[config.mk]
export PLATFORM = sky130hd
export DESIGN_NAME = fuse_read_engine
export DESIGN_NICKNAME = d
export VERILOG_FILES = /design/src/rtl/fuse_rd_pkg.sv /design/src/rtl/fuse_rd_seq.sv /design/src/rtl/fuse_rd_regs.sv /design/src/rtl/fuse_read_engine.sv
export SDC_FILE = /design/constraint.sdc
export NUM_CORES = 1
export LEC_CHECK = 0
export ABC_AREA = 1
export ABC_CLOCK_PERIOD_IN_PS = 4250
export CORE_MARGIN = 2
export CORE_UTILIZATION = 45
export CTS_CLUSTER_SIZE = 12
export DETAILED_ROUTE_END_ITERATION = 10
export PLACE_DENSITY = 0.61
export SYNTH_ARGS = -nofsm -noshare
export SYNTH_HDL_FRONTEND = slang
export SYNTH_SLANG_ARGS = --single-unit
[constraint.sdc]
create_clock -name clk -period 4.25 [get_ports clk]
set_input_delay 1.275 -clock clk [delete_from_list [all_inputs] [get_ports clk]]
set_output_delay 1.275 -clock clk [all_outputs]
set_load 0.05 [all_outputs]
[src/rtl/fuse_rd_pkg.sv]
package fuse_rd_pkg;

  typedef enum logic [1:0] {
    SEQ_IDLE  = 2'd0,
    SEQ_SETUP = 2'd1,
    SEQ_PULSE = 2'd2
  } seqState_t;

  // strobes from the sequencer to the register datapath
  typedef struct packed {
    logic capture;  // sample fuse byte this edge
    logic finish;   // last byte of the request is being sampled
  } seqStrobe_t;

endpackage

[src/rtl/fuse_rd_seq.sv]
module fuse_rd_seq
  import fuse_rd_pkg::*;
#(
  parameter int ADDR_W = 10,
  parameter int IDX_W  = 5,
  parameter int ADJ_W  = 4,
  parameter int STR_W  = 4
) (
  input  logic              clk,
  input  logic              rst_n,
  input  logic              startReq,
  input  logic [ADJ_W-1:0]  setupCnt,
  input  logic [STR_W-1:0]  pulseCnt,
  input  logic [IDX_W-1:0]  lastIdx,
  input  logic [ADDR_W-IDX_W-1:0] baseHi,
  output logic              busy,
  output logic [ADDR_W-1:0] fuseAddr,
  output logic              fuseStrobe,
  output seqStrobe_t        strobes
);

  localparam int CNT_W = ((ADJ_W > STR_W) ? ADJ_W : STR_W) + 3;

  seqState_t         state;
  logic [CNT_W-1:0]  phaseCnt;
  logic [IDX_W-1:0]  byteIdx;
  logic [CNT_W-1:0]  setupLast;
  logic [CNT_W-1:0]  pulseLast;
  logic              setupEnd;
  logic              pulseEnd;

  assign setupLast = CNT_W'(setupCnt);
  assign pulseLast = CNT_W'(pulseCnt) + CNT_W'(3);
  assign setupEnd  = (state == SEQ_SETUP) && (phaseCnt == setupLast);
  assign pulseEnd  = (state == SEQ_PULSE) && (phaseCnt == pulseLast);

  assign strobes.capture = pulseEnd;
  assign strobes.finish  = pulseEnd && (byteIdx == lastIdx);

  assign busy       = (state != SEQ_IDLE);
  assign fuseStrobe = (state == SEQ_PULSE);
  assign fuseAddr   = {baseHi, byteIdx};

  always_ff @(posedge clk or negedge rst_n) begin
    if (!rst_n) begin
      state    <= SEQ_IDLE;
      phaseCnt <= '0;
      byteIdx  <= '0;
    end else begin
      unique case (state)
        SEQ_IDLE: begin
          if (startReq) begin
            state    <= SEQ_SETUP;
            phaseCnt <= '0;
            byteIdx  <= '0;
          end
        end
        SEQ_SETUP: begin
          if (setupEnd) begin
            state    <= SEQ_PULSE;
            phaseCnt <= '0;
          end else begin
            phaseCnt <= phaseCnt + 1'b1;
          end
        end
        SEQ_PULSE: begin
          if (pulseEnd) begin
            phaseCnt <= '0;
            if (byteIdx == lastIdx) begin
              state <= SEQ_IDLE;
            end else begin
              state   <= SEQ_SETUP;
              byteIdx <= byteIdx + 1'b1;
            end
          end else begin
            phaseCnt <= phaseCnt + 1'b1;
          end
        end
        default: state <= SEQ_IDLE;
      endcase
    end
  end

endmodule

[src/rtl/fuse_rd_regs.sv]
module fuse_rd_regs
  import fuse_rd_pkg::*;
#(
  parameter int ADDR_W     = 10,
  parameter int IDX_W      = 5,
  parameter int DATA_WORDS = 8,
  parameter int ADJ_W      = 4,
  parameter int STR_W      = 4,
  parameter int WADJ_W     = 4,
  parameter int WSTR_W     = 12,
  parameter int BUS_AW     = 6
) (
  input  logic              clk,
  input  logic              rst_n,
  input  logic              busSel,
  input  logic              busWe,
  input  logic [BUS_AW-1:0] busAddr,
  input  logic [31:0]       busWdata,
  output logic [31:0]       busRdata,
  input  logic              busy,
  input  seqStrobe_t        strobes,
  input  logic [IDX_W-1:0]  byteIdx,
  input  logic [7:0]        fuseRdata,
  output logic              startReq,
  output logic [ADJ_W-1:0]  setupCnt,
  output logic [STR_W-1:0]  pulseCnt,
  output logic [IDX_W-1:0]  lastIdx,
  output logic [ADDR_W-IDX_W-1:0] baseHi,
  output logic              rdDone,
  output logic              irq
);

  localparam int RIDX_W     = BUS_AW - 2;
  localparam int ADDR_LSB   = 21;
  localparam int LEN_LSB    = 16;
  localparam int PG_BIT     = 15;
  localparam int WR_BIT     = 1;
  localparam int IE_BIT     = 31;
  localparam int RADJ_LSB   = 20;
  localparam int RSTR_LSB   = 16;
  localparam int WADJ_LSB   = 12;
  localparam int DATA_FIRST = 3;

  logic [ADDR_W-1:0] ctlAddr;
  logic [IDX_W-1:0]  ctlLen;
  logic              ctlPg, ctlWr, ctlRd;
  logic              cfgIe;
  logic [ADJ_W-1:0]  cfgRdAdj;
  logic [STR_W-1:0]  cfgRdStr;
  logic [WADJ_W-1:0] cfgWrAdj;
  logic [WSTR_W-1:0] cfgWrStr;

  logic [RIDX_W-1:0] regIdx;
  logic              ctlWrite, cfgWrite;
  logic [DATA_WORDS*32-1:0] bankFlat;

  assign regIdx   = busAddr[BUS_AW-1:2];
  assign ctlWrite = busSel && busWe && (regIdx == RIDX_W'(0)) && !busy;
  assign cfgWrite = busSel && busWe && (regIdx == RIDX_W'(1));
  assign startReq = ctlWrite && busWdata[0];

  assign setupCnt = cfgRdAdj;
  assign pulseCnt = cfgRdStr;
  assign lastIdx  = ctlLen;
  assign baseHi   = ctlAddr[ADDR_W-1:IDX_W];

  always_ff @(posedge clk or negedge rst_n) begin
    if (!rst_n) begin
      ctlAddr <= '0;
      ctlLen  <= '0;
      ctlPg   <= 1'b0;
      ctlWr   <= 1'b0;
      ctlRd   <= 1'b0;
    end else if (ctlWrite) begin
      ctlAddr <= busWdata[ADDR_LSB +: ADDR_W];
      ctlLen  <= busWdata[LEN_LSB +: IDX_W];
      ctlPg   <= busWdata[PG_BIT];
      ctlWr   <= busWdata[WR_BIT];
      ctlRd   <= busWdata[0];
    end else if (strobes.finish) begin
      ctlRd <= 1'b0;
    end
  end

  always_ff @(posedge clk or negedge rst_n) begin
    if (!rst_n) begin
      cfgIe    <= 1'b0;
      cfgRdAdj <= '0;
      cfgRdStr <= '0;
      cfgWrAdj <= '0;
      cfgWrStr <= '0;
    end else if (cfgWrite) begin
      cfgIe    <= busWdata[IE_BIT];
      cfgRdAdj <= busWdata[RADJ_LSB +: ADJ_W];
      cfgRdStr <= busWdata[RSTR_LSB +: STR_W];
      cfgWrAdj <= busWdata[WADJ_LSB +: WADJ_W];
      cfgWrStr <= busWdata[0 +: WSTR_W];
    end
  end

  always_ff @(posedge clk or negedge rst_n) begin
    if (!rst_n) begin
      rdDone <= 1'b0;
      irq    <= 1'b0;
    end else if (startReq) begin
      rdDone <= 1'b0;
      irq    <= 1'b0;
    end else if (strobes.finish) begin
      rdDone <= 1'b1;
      irq    <= cfgIe;
    end
  end

  for (genvar w = 0; w < DATA_WORDS; w++) begin : g_word
    logic [31:0] wordReg;
    always_ff @(posedge clk or negedge rst_n) begin
      if (!rst_n) begin
        wordReg <= '0;
      end else if (startReq) begin
        wordReg <= '0;
      end else if (strobes.capture) begin
        for (int l = 0; l < 4; l++) begin
          if (byteIdx == IDX_W'(w * 4 + l)) begin
            wordReg[8*l +: 8] <= fuseRdata;
          end
        end
      end
    end
    assign bankFlat[w*32 +: 32] = wordReg;
  end

  always_comb begin
    busRdata = '0;
    if (regIdx == RIDX_W'(0)) begin
      busRdata[ADDR_LSB +: ADDR_W] = ctlAddr;
      busRdata[LEN_LSB +: IDX_W]   = ctlLen;
      busRdata[PG_BIT]             = ctlPg;
      busRdata[WR_BIT]             = ctlWr;
      busRdata[0]                  = ctlRd;
    end else if (regIdx == RIDX_W'(1)) begin
      busRdata[IE_BIT]               = cfgIe;
      busRdata[RADJ_LSB +: ADJ_W]    = cfgRdAdj;
      busRdata[RSTR_LSB +: STR_W]    = cfgRdStr;
      busRdata[WADJ_LSB +: WADJ_W]   = cfgWrAdj;
      busRdata[0 +: WSTR_W]          = cfgWrStr;
    end else if (regIdx == RIDX_W'(2)) begin
      busRdata[0] = rdDone;
    end else begin
      for (int w = 0; w < DATA_WORDS; w++) begin
        if (regIdx == RIDX_W'(DATA_FIRST + w)) busRdata = bankFlat[w*32 +: 32];
      end
    end
  end

endmodule

[src/rtl/fuse_read_engine.sv]
module fuse_read_engine
  import fuse_rd_pkg::*;
#(
  parameter int ADDR_W     = 10,
  parameter int DATA_WORDS = 8,
  parameter int ADJ_W      = 4,
  parameter int STR_W      = 4,
  parameter int WADJ_W     = 4,
  parameter int WSTR_W     = 12,
  parameter int BUS_AW     = 6
) (
  input  logic              clk,
  input  logic              rst_n,
  input  logic              busSel,
  input  logic              busWe,
  input  logic [BUS_AW-1:0] busAddr,
  input  logic [31:0]       busWdata,
  output logic [31:0]       busRdata,
  output logic [ADDR_W-1:0] fuseAddr,
  output logic              fuseStrobe,
  input  logic [7:0]        fuseRdata,
  output logic              irq
);

  localparam int IDX_W = $clog2(DATA_WORDS * 4);

  seqStrobe_t              strobes;
  logic                    startReq;
  logic                    busy;
  logic                    rdDone;
  logic [ADJ_W-1:0]        setupCnt;
  logic [STR_W-1:0]        pulseCnt;
  logic [IDX_W-1:0]        lastIdx;
  logic [ADDR_W-IDX_W-1:0] baseHi;

  fuse_rd_seq #(
    .ADDR_W(ADDR_W), .IDX_W(IDX_W), .ADJ_W(ADJ_W), .STR_W(STR_W)
  ) u_seq (
    .clk(clk), .rst_n(rst_n), .startReq(startReq),
    .setupCnt(setupCnt), .pulseCnt(pulseCnt), .lastIdx(lastIdx),
    .baseHi(baseHi), .busy(busy), .fuseAddr(fuseAddr),
    .fuseStrobe(fuseStrobe), .strobes(strobes)
  );

  fuse_rd_regs #(
    .ADDR_W(ADDR_W), .IDX_W(IDX_W), .DATA_WORDS(DATA_WORDS),
    .ADJ_W(ADJ_W), .STR_W(STR_W), .WADJ_W(WADJ_W), .WSTR_W(WSTR_W),
    .BUS_AW(BUS_AW)
  ) u_regs (
    .clk(clk), .rst_n(rst_n), .busSel(busSel), .busWe(busWe),
    .busAddr(busAddr), .busWdata(busWdata), .busRdata(busRdata),
    .busy(busy), .strobes(strobes), .byteIdx(fuseAddr[IDX_W-1:0]),
    .fuseRdata(fuseRdata), .startReq(startReq), .setupCnt(setupCnt),
    .pulseCnt(pulseCnt), .lastIdx(lastIdx), .baseHi(baseHi),
    .rdDone(rdDone), .irq(irq)
  );

endmodule

==> out/metrics.cfg <==
[clock_network]
cts_max_path_buffers = 3
clock-sinks = 315
cts_root_buf = clkbuf_16
insertion_delay_ns = 0.52
cts_hold_repair.buffers = 0
tritoncts.num_buffers = 37
htree_levels = 2
cts_tree = yes
clk_pin_slew_ns = 0.05

[global_routing]
grt_max_degree = 227
first_global_vias = 13670
first_pass_grt_wire_length_um = 78400
antenna_found_initial = 0
grt.overflow.total = 0
grt_use_total = 0.259

[logic_synthesis]
synth_compound_area_frac = 0.0143
synth_area_sq_mm = 0.0161
synth_xor_area_frac = 0.0103
synth-edff-count = 0
synth_top_family_by_area = simple AND/OR/NAND/NOR gates
postSynth.topFlopCell = dfrtp_1
async_flop_share = 1.00
yosysMostFrequentCell = nand2_1
yosysWarningCount = 0
synth-adder-area-share = 0.00931
yosysUniqueCellTypes = 29
yosysTopAreaCellShare = 0.489
synth_simple_gate_area_frac = 0.403
syn-mean-instance-area_sq_um = 7.65
synth_seq_area_share = 0.489
synth.area.top_cells = dfrtp_1 (49%), nand2_1 (18%), nand3_1 (16%)
flip_flop_and_latch_count_after_synthesis = 315
synthMuxAreaShare = 0.0126
synth_commonest_cells = nand2_1 (755), nand3_1 (524), dfrtp_1 (315)
synth_top_cell_by_area = dfrtp_1
synth_cells = 2110
net_count_after_synthesis = 2172

[sta]
grt_setup_unrepaired = false
post-route-period-util = 0.978
max_slew.worst_pin.slew_ns = 1.25
max_clock_freq_mhz = 241
layout_min_cycle_time_ns = 4.16
max-slew-margin-rel = 0.162
final_hold_viol_count = 0
count_of_pins_over_their_slew_limit = 0
finClkSkew_ns = 0.0134
final-setup-viol-count = 0

[pwr]
power.net_switching_mw = 2.22
part_of_the_total_power_dissipated_in_the_clock_network = 0.419
power_density_mw_per_mm2 = 398
p_leak_nw = 10.2
comb_power_share = 0.158
power_switching_share = 0.285
worst_case_vdd_ir_drop_v = 0.000508
report.power.total_mw = 7.82
cell_internal_power_dissipation_mw = 5.59
seq_power_share = 0.423

[place]
gp_congestion = 0.843
hpwl_um = 31300
port_buffers = 91

[routing]
drtAntennaViolNets = 0
drc = 0
routed_vias = 14621
routed_wire_length_per_instance_um = 18.3
detail_route.vias_per_cell = 5.48
drt_first_pass_iters = 6
final_routed_wirelength_across_all_metal_layers_um = 48700
first_iter_violations = 1829

[floorplan]
overall_die_area_sq_mm = 0.0374
initial_core_util = 0.456
ioPinCount = 94
die_w_um = 193
coreArea_sq_mm = 0.0354
die_h_um = 193
num_rows = 69

[final_layout]
antenna_cells_inserted = 0
nets = 2247
final_core_utilization = 0.556
drive_above_1_share = 0.148
areaGrowthSynthToFinish_pct = 21.9

[run]
drv_cap = 0

[worst_setup_path]
criticalPathCategory = input pin to output port
endpoint_kind = output port
worst-path-max-fanout = 8
worstPathArrival_ns = 2.88
critical_path_required_ns = 2.97
worstSetupStartpointType = input pin

[status]
outcome = completed

[worst_hold_path]
hold_class = register to register

-- per-layer routing --
layer / up-vias / wire [um] / GRT usage
met5: - / 0 / 0
met4: 0 / 767 / 0.0509
met3: 61 / 3780 / 0.0394
met2: 532 / 21300 / 0.383
met1: 7030 / 22900 / 0.402
li1: 6998 / - / -
-- power groups by stage --
stage / clock network, mW / logic (mW) / registers, mW
6_report: 3.28 / 1.23 / 3.31
5_1_grt: 3.45 / 1.36 / 3.33
4_1_cts: 3.32 / 1.23 / 3.31
3_5_place_dp: 0 / 1.21 / 3.36
3_3_place_gp: 0 / 1.19 / 3.36
2_1_floorplan: 0 / 0.766 / 3.34
-- critical path, cell delays in order --
cell and delay, ns:
buf_2 0.15, inv_2 0.09, nand2_1 0.07, buf_4 0.16, nor2_4 0.23, buf_12 0.18
buf_4 0.12, nand2_1 0.04, nand2_1 0.06, inv_1 0.04, nand4_1 0.12, nand2_1 0.08
nand2_1 0.12, buf_12 0.15
-- sequential cells by signal, summed over array words and instances, names as in the netlist, 2 cells and up --
signal and flops:
u_regs.cfgWrStr 12, u_seq.byteIdx 5, u_regs.setupCnt 4, u_regs.pulseCnt 4, u_regs.ctlAddr 10, u_regs.g_word.wordReg 256
u_seq.state 2, u_regs.cfgWrAdj 4, u_regs.lastIdx 5, u_seq.phaseCnt 7
-- worst paths after layout --
check / cells after the start / slack [ns] / to / from
setup / recovery: 14 / 0.09 / busRdata[31] / busAddr[4]
hold / removal: 2 / 0.47 / u_regs.g_word[7].wordReg[4] / u_regs.g_word[7].wordReg[4]
setup reg to reg: 11 / 1.31 / u_regs.g_word[4].wordReg[3] / u_regs.pulseCnt[0]
hold reg to reg: 2 / 0.47 / u_regs.g_word[7].wordReg[4] / u_regs.g_word[7].wordReg[4]
max in group asynchronous: 2 / 2.51 / u_regs.ctlAddr[6] / rst_n
min in group asynchronous: 1 / 0.69 / u_regs.g_word[0].wordReg[20] / rst_n
-- placed cells by master, fill, tap and decap left out, drive strengths merged, types with 18 or more instances in the layout --
cell type and count:
nand2 781, nand3 524, dfrtp 315, buf 105, nor2 98, inv 94
clkbuf 56, clkdlybuf4s50 54, nand4 40, or2 31, a21oi 29, mux2 18
-- timing repair --
item	CTS	global route
resized for setup	48	40
setup endpoints to repair	32	32
pin swaps	13	22
buffers inserted	1	2
cloned	1	2
-- cell type report --
class / instances / area (sq um)
multi-input combinational: 1573 / 7540
timing repair buffer: 162 / 2060
sequential: 315 / 7880
clock buffer: 53 / 1120
fill: 3318 / 15700
tap: 461 / 577
inverter: 96 / 360
clock inverter: 10 / 129
-- logic make-up (layout without fill, tap and decap cells) --
group                      Yosys count  count (layout)
buffers and inverters              222             321
DFF                                315             315
and+or+nand+nor                   1481            1481
xor gates and xnor gates            19              19
AOI/OAI and AO/OA                   43              43
adders and majority gates           12              12
muxes                               18              18
-- stage by stage --
stage / cell area [sq um] / std cells / setup WS (ns) / hold slack [ns] / setup TNS, ns
3_5_place_dp: 18100 / 2602 / -0.381 / 0.457 / -10.55
3_3_place_gp: 18100 / 2602 / -0.372 / 0.447 / -10.48
6_report: 19700 / 2670 / 0.0924 / 0.468 / 0
4_1_cts: 19500 / 2667 / 0.0216 / 0.469 / 0
2_1_floorplan: 16100 / 2110 / 0.370 / 0.434 / 0
5_1_grt: 19700 / 2670 / 0.00821 / 0.475 / 0
Power figures use the tool's default switching activity.
